===== config.mk =====
export PLATFORM = sky130hd
export DESIGN_NAME = clk_stretch_sync
export DESIGN_NICKNAME = d
export VERILOG_FILES = /design/src/rtl/clkst_pkg.sv /design/src/rtl/clkst_divider.sv /design/src/rtl/clkst_phase.sv /design/src/rtl/clkst_ctl.sv /design/src/rtl/clk_stretch_sync.sv
export SDC_FILE = /design/constraint.sdc
export NUM_CORES = 1
export LEC_CHECK = 0
export CORE_MARGIN = 2
export CORE_UTILIZATION = 28
export CTS_CLUSTER_DIAMETER = 40
export DETAILED_ROUTE_END_ITERATION = 10
export GPL_TIMING_DRIVEN = 0
export PLACE_DENSITY = 0.57
export RECOVER_POWER = 25
export SLEW_MARGIN = 20
export SYNTH_ARGS = -nofsm -noshare
export SYNTH_HDL_FRONTEND = slang
export SYNTH_SLANG_ARGS = --single-unit
export TNS_END_PERCENT = 10

===== constraint.sdc =====
create_clock -name clk -period 2.9 [get_ports clk]
set_input_delay 0.58 -clock clk [delete_from_list [all_inputs] [get_ports clk]]
set_output_delay 0.58 -clock clk [all_outputs]
set_load 0.02 [all_outputs]

===== src/rtl/clkst_pkg.sv =====
package clkst_pkg;
  typedef enum logic {
    CPU_PH1 = 1'b0,
    CPU_PH2 = 1'b1
  } cpu_phase_e;
endpackage


===== src/rtl/clkst_divider.sv =====
module clkst_divider #(
  parameter int unsigned DIV_RATIO = 8
) (
  input  logic clk,
  input  logic rst_n,
  output logic slow_p1_en,
  output logic slow_p2_en,
  output logic half_end,
  output logic full_end
);
  localparam int unsigned PERIOD = 2 * DIV_RATIO;
  localparam int unsigned CNT_W  = $clog2(PERIOD);
  localparam logic [CNT_W-1:0] POS_MID      = CNT_W'(DIV_RATIO);
  localparam logic [CNT_W-1:0] POS_MID_LAST = CNT_W'(DIV_RATIO - 1);
  localparam logic [CNT_W-1:0] POS_LAST     = CNT_W'(PERIOD - 1);

  logic [CNT_W-1:0] cnt_q;

  // Power-of-two period: natural wrap of the counter closes the cycle.
  always_ff @(posedge clk or negedge rst_n) begin
    if (!rst_n) cnt_q <= '0;
    else        cnt_q <= cnt_q + CNT_W'(1);
  end

  assign slow_p1_en = (cnt_q == '0);
  assign slow_p2_en = (cnt_q == POS_MID);
  assign half_end   = (cnt_q == POS_MID_LAST);
  assign full_end   = (cnt_q == POS_LAST);
endmodule


===== src/rtl/clkst_phase.sv =====
module clkst_phase
  import clkst_pkg::*;
(
  input  logic       clk,
  input  logic       rst_n,
  input  logic       adv,
  output cpu_phase_e phase_q,
  output logic       first_q,
  output logic       cpu_p1_en,
  output logic       cpu_p2_en
);
  always_ff @(posedge clk or negedge rst_n) begin
    if (!rst_n) begin
      phase_q <= CPU_PH1;
      first_q <= 1'b1;
    end else begin
      if (adv) phase_q <= cpu_phase_e'(~phase_q);
      first_q <= adv;
    end
  end

  assign cpu_p1_en = first_q && (phase_q == CPU_PH1);
  assign cpu_p2_en = first_q && (phase_q == CPU_PH2);
endmodule


===== src/rtl/clkst_ctl.sv =====
module clkst_ctl
  import clkst_pkg::*;
(
  input  logic       clk,
  input  logic       rst_n,
  input  logic       periph_sel,
  input  cpu_phase_e phase_q,
  input  logic       first_q,
  input  logic       half_end,
  input  logic       full_end,
  output logic       adv,
  output logic       stretch_q
);
  logic hold_q;
  logic enter;
  logic pending;
  logic hold_d;
  logic stretch_d;

  // Fresh request: a fast phase-2 start with the select high.
  assign enter   = (phase_q == CPU_PH2) && first_q && !stretch_q && !hold_q && periph_sel;
  assign pending = enter || hold_q;

  always_comb begin
    unique case (phase_q)
      CPU_PH1: adv = stretch_q ? half_end : 1'b1;
      CPU_PH2: adv = stretch_q ? full_end : !pending;
      default: adv = 1'b1;
    endcase
  end

  assign hold_d    = pending && !half_end;
  assign stretch_d = stretch_q ? !(full_end && !periph_sel) : (pending && half_end);

  always_ff @(posedge clk or negedge rst_n) begin
    if (!rst_n) begin
      hold_q    <= 1'b0;
      stretch_q <= 1'b0;
    end else begin
      hold_q    <= hold_d;
      stretch_q <= stretch_d;
    end
  end
endmodule


===== src/rtl/clk_stretch_sync.sv =====
module clk_stretch_sync
  import clkst_pkg::*;
#(
  parameter int unsigned DIV_RATIO = 8
) (
  input  logic clk,
  input  logic rst_n,
  input  logic periph_sel,
  output logic cpu_p1_en,
  output logic cpu_p2_en,
  output logic slow_p1_en,
  output logic slow_p2_en,
  output logic stretch_active
);
  logic       half_end;
  logic       full_end;
  logic       adv;
  logic       first_q;
  cpu_phase_e phase_q;

  clkst_divider #(.DIV_RATIO(DIV_RATIO)) u_div (
    .clk        (clk),
    .rst_n      (rst_n),
    .slow_p1_en (slow_p1_en),
    .slow_p2_en (slow_p2_en),
    .half_end   (half_end),
    .full_end   (full_end)
  );

  clkst_ctl u_ctl (
    .clk        (clk),
    .rst_n      (rst_n),
    .periph_sel (periph_sel),
    .phase_q    (phase_q),
    .first_q    (first_q),
    .half_end   (half_end),
    .full_end   (full_end),
    .adv        (adv),
    .stretch_q  (stretch_active)
  );

  clkst_phase u_phase (
    .clk       (clk),
    .rst_n     (rst_n),
    .adv       (adv),
    .phase_q   (phase_q),
    .first_q   (first_q),
    .cpu_p1_en (cpu_p1_en),
    .cpu_p2_en (cpu_p2_en)
  );
endmodule


# Word level (Yosys, flattened, before mapping)
# Cells that the tools add are included.
# totals
regBits	8
in_bits	3
output_inout_bits	5
wordCells	30
# op_classes
n_addsub	1
n_eq_ne	3
n_mux	4
n_bitwise	1
n_reduce_logical	16
# ops
op	count
4-bit == test (second input constant)	2
1-bit logical AND	8
1-bit logical NOT	6
4-bit by 1-bit adder with 4-bit output (second input constant)	1
4-bit by 3-bit == test with 1-bit output (second input constant)	1
4-bit logical NOT	1
1-bit 2-to-1 mux	3
1-bit one-hot mux with 2 select lines	1
1-bit logical OR	1
1-bit NOT	1

# Depth between registers and ports, before layout
# logic_depth
depth_word	8
depth_mapped	4
depth_no_buf	4

# By module
# Synthesis repeated with hierarchy kept, for this count alone.
# hier_totals
cells_unflattened	32
hier_area_um2	386.6
# by_module_without_submodules
module	n_inst	cells_per_inst	area_per_inst_um2
clkst_divider	1	16	192.7
clkst_ctl	1	11	120.1
clkst_phase	1	5	73.8

# Least setup slack after synthesis
# No wires, ideal clock.
# synth_timing
path_type	register to output
startpoint	register u_div.cnt_q[0]
endpoint	output slow_p1_en
t_arrival_ns	1.111
required_ns	2.320
path_slack_ns	1.209
stages_incl_launch_ff	4
path_cell_list	dfrtp_1 -> inv_1 -> ha_1 -> nor3b_1
# synth_between
elab_chain_len	1
# synth_rtl
element	line	text
start, declared	clkst_divider.sv:17	logic [CNT_W-1:0] cnt_q;
start signal, assigned	clkst_divider.sv:22	else cnt_q <= cnt_q + CNT_W'(1);
4-bit logical NOT	clkst_divider.sv:25	assign slow_p1_en = (cnt_q == '0);
end, declared	clk_stretch_sync.sv:11	output logic slow_p1_en,
# Every way passes these cells.

# Worst setup path after layout
# layout_timing
startpoint	register u_div.cnt_q[0]
endpoint	output slow_p2_en
# layout_between
elab_chain_len	1
# layout_rtl
element	line	text
4-bit == test	clkst_divider.sv:26	assign slow_p2_en = (cnt_q == POS_MID);
end, declared	clk_stretch_sync.sv:12	output logic slow_p2_en,
# Every way passes these cells.

==> summary.txt <==
Placement
  – Area after DPL: 478 sq um
  – Placed cells: 58
  – GP Congestion: 0.711
  – DP Wirelength: 462 um
  – Place WS: 875 ps
  – # port buffers: 7

Synth
  – Top cells by area, synth: dfrtp_1 (45%), dfstp_2 (6.8%), ha_1 (6.4%)
  – Syn_area_per_cell: 10.8 sq um
  – Number of distinct library cells after synthesis: 21
  – Mapped Area: 389 sq um
  – Area fraction of the dominant cell type after synthesis: 45.0%
  – Post-Syn Nets: 41
  – Post-synth top area cell: dfrtp_1
  – Post-synthesis sequential area ratio: 51.8%
  – Yosys warnings: 0
  – Syn Inst Count: 36
  – Yosys reg bits: 8

Clock tree
  – TritonCTS buffer count: 3
  – Number of hold buffers added after CTS: 0
  – CTS tree: done
  – Clock Path Buffers: 2
  – # H-tree levels: 1
  – # clock sinks: 8
  – Clk slew on worst S/H paths: 60 ps
  – Post-CTS Resized: 0
  – Post-CTS Setup Inserts: 0
  – Root Driver: clkbuf_4
  – Clk Latency, worst-skew pair: 260 ps

Pwr
  – Pwr dens: 775 nW/um^2
  – Maximum vdd ir drop: 236 uV
  – Lkg Pwr: 0.220 nW

Timing
  – Final hold viol count: 0
  – Max-slew violations: 0
  – Worst slew pin tran: 375 ps
  – Setup Skew: 6.85 ps
  – Fmax: 0.436 GHz
  – RSZ-0062 raised after global routing: false
  – Slew headroom: 74.9%
  – Finish-stage setup viols: 0
  – Final Critical Period: 2300 ps
  – Tcrit/Tclk final: 79.2%
  – Final TNS setup: 0 ps
  – Final setup margin: 604 ps

Die
  – # rows: 13
  – Die area: 1700 sq um
  – Starting density of the core: 29.9%
  – Die Wd: 41.3 um
  – Die Ht: 41.3 um
  – Core area: 1300 sq um
  – I/O Pins: 8

Final layout
  – Most common cell after layout, fill and taps aside: dfrtp_1
  – Layout Area Growth over Synthesis: 27.7%
  – Layout cells sized above 1: 8.51%
  – Layout Cells excl Fill: 62
  – Number of diodes: 0
  – Final Cell Area: 497 sq um
  – Fin nets: 53
  – Commonest cells after routing, fill and taps aside: dfrtp_1 (7), clkdlybuf4s50_1 (6), inv_1 (4), a21oi_1 (4), clkbuf_4 (3)
  – Final Core Density: 38.2%

Worst setup path
  – Kind of critical path: register to primary output
  – CP required: 2320 ps
  – CP Max Fanout: 3
  – Crit end category: primary output
  – CP Launch Type: register
  – CP arrival: 1720 ps

Routing
  – Total Wirelength: 647 um
  – Starting DRT DRC Count: 0
  – Via density per instance: 4.61
  – Routed WL per cell: 10.4 um
  – Via count: 286
  – DR pass1 iterations: 1
  – Antenna viol nets, final: 0
  – DRC: 0

Global route
  – GRT Overall Usage: 10.0%
  – GRT Residual Overflow: 0
  – Antenna violations before repair: 0
  – Global-route wire length before repair: 1.01 mm
  – Largest net degree at the start of global routing: 9
  – Vias in the first global route: 252

Job
  – Max-cap violations: 0

Min path
  – Hold WC Path Type: register to register

Run status
  – Status: complete, no violations
==> metrics by stage <==
| stage | hold slack, ps | total power, mW |
|---|---|---|
| after floorplan | 284 | 0.240 |
| after global placement | 468 | 0.293 |
| after detailed placement | 470 | 0.294 |
| after CTS | 480 | 0.392 |
| after global routing | 502 | 0.417 |
| final | 471 | 0.385 |
==> cell families (layout without fill, tap and decap cells) <==
group	count (synthesis)	in the layout	synth area share (%)
xor gates and xnor gates	2	2	4.50
adders and majority gates	2	2	6.43
DFF	8	8	51.8
AOI/OAI and AO/OA	8	8	12.9
and+or+nand+nor	11	11	17.7
buffers and inverters	5	16	6.75
==> flip-flops by register name (all words and copies together), names as in the netlist <==
signal           cells
u_phase.phase_q      1
u_ctl.stretch_q      1
u_ctl.hold_q         1
u_phase.first_q      1
u_div.cnt_q          4
==> layer usage <==
| metal | vias up | global-route usage [%] | share of wire, % |
|---|---|---|---|
| li1 | 147 | - | - |
| met1 | 134 | 12.1 | 49 |
| met2 | 3 | 13.7 | 47 |
| met3 | 2 | 3.26 | 3.1 |
| met4 | 0 | 9.68 | 1.1 |
| met5 | - | 0 | 0 |
==> cell type report <==
class                           instances  area (sq um)
Timing Repair Buffer                    7          70.1
Tap cell                               15          18.8
Sequential cell                         8           201
Buffer                                  1          3.75
Multi-Input combinational cell         23           161
Inverter                                4          15.0
Clock buffer                            4          26.3
Fill cell                             133           805
==> worst paths after layout <==
| kind | start | endpoint | slack [ps] | depth (start not counted) |
|---|---|---|---|---|
| max | u_div.cnt_q[0]$_DFF_PN0_ | slow_p2_en | 600 | 4 |
| max in group asynchronous | rst_n | u_phase.first_q$_DFF_PN1_ | 1910 | 1 |
| min | u_div.cnt_q[0]$_DFF_PN0_ | u_div.cnt_q[0]$_DFF_PN0_ | 470 | 1 |
| max reg2reg | u_div.cnt_q[0]$_DFF_PN0_ | u_phase.first_q$_DFF_PN1_ | 1600 | 3 |
| min reg2reg | u_div.cnt_q[0]$_DFF_PN0_ | u_div.cnt_q[0]$_DFF_PN0_ | 470 | 1 |
| min in group asynchronous | rst_n | u_div.cnt_q[3]$_DFF_PN0_ | 670 | 1 |
==> report_power, final <==
part | leakage [nW] | switching, mW | internal (mW)
Clock | 0.0150 | 0.0408 | 0.0528
Combinational | 0.106 | 0.0596 | 0.0694
Sequential | 0.0987 | 0.0229 | 0.140
==> cells in the mapped netlist <==
cell and instances:
xnor2_1 1, and2b_1 1, nor3b_1 2, and3_1 2, nand3b_1 1, and2_1 1, buf_6 1, o21ai_0 1
xor2_1 1, inv_1 4, nor3_1 1, nand3_1 1, dfstp_2 1, nand2_1 1, o21a_1 1, a311o_1 1
o31ai_1 1, dfrtp_1 7, a21oi_1 4, ha_1 2, nor2b_1 1
==> critical path: stages, from the launching register on <==
cell,delay (ps)
dfrtp_1,390
inv_1,80
ha_1,150
nor3b_1,200
clkdlybuf4s50_1,640
Power figures use the tool's default switching activity.
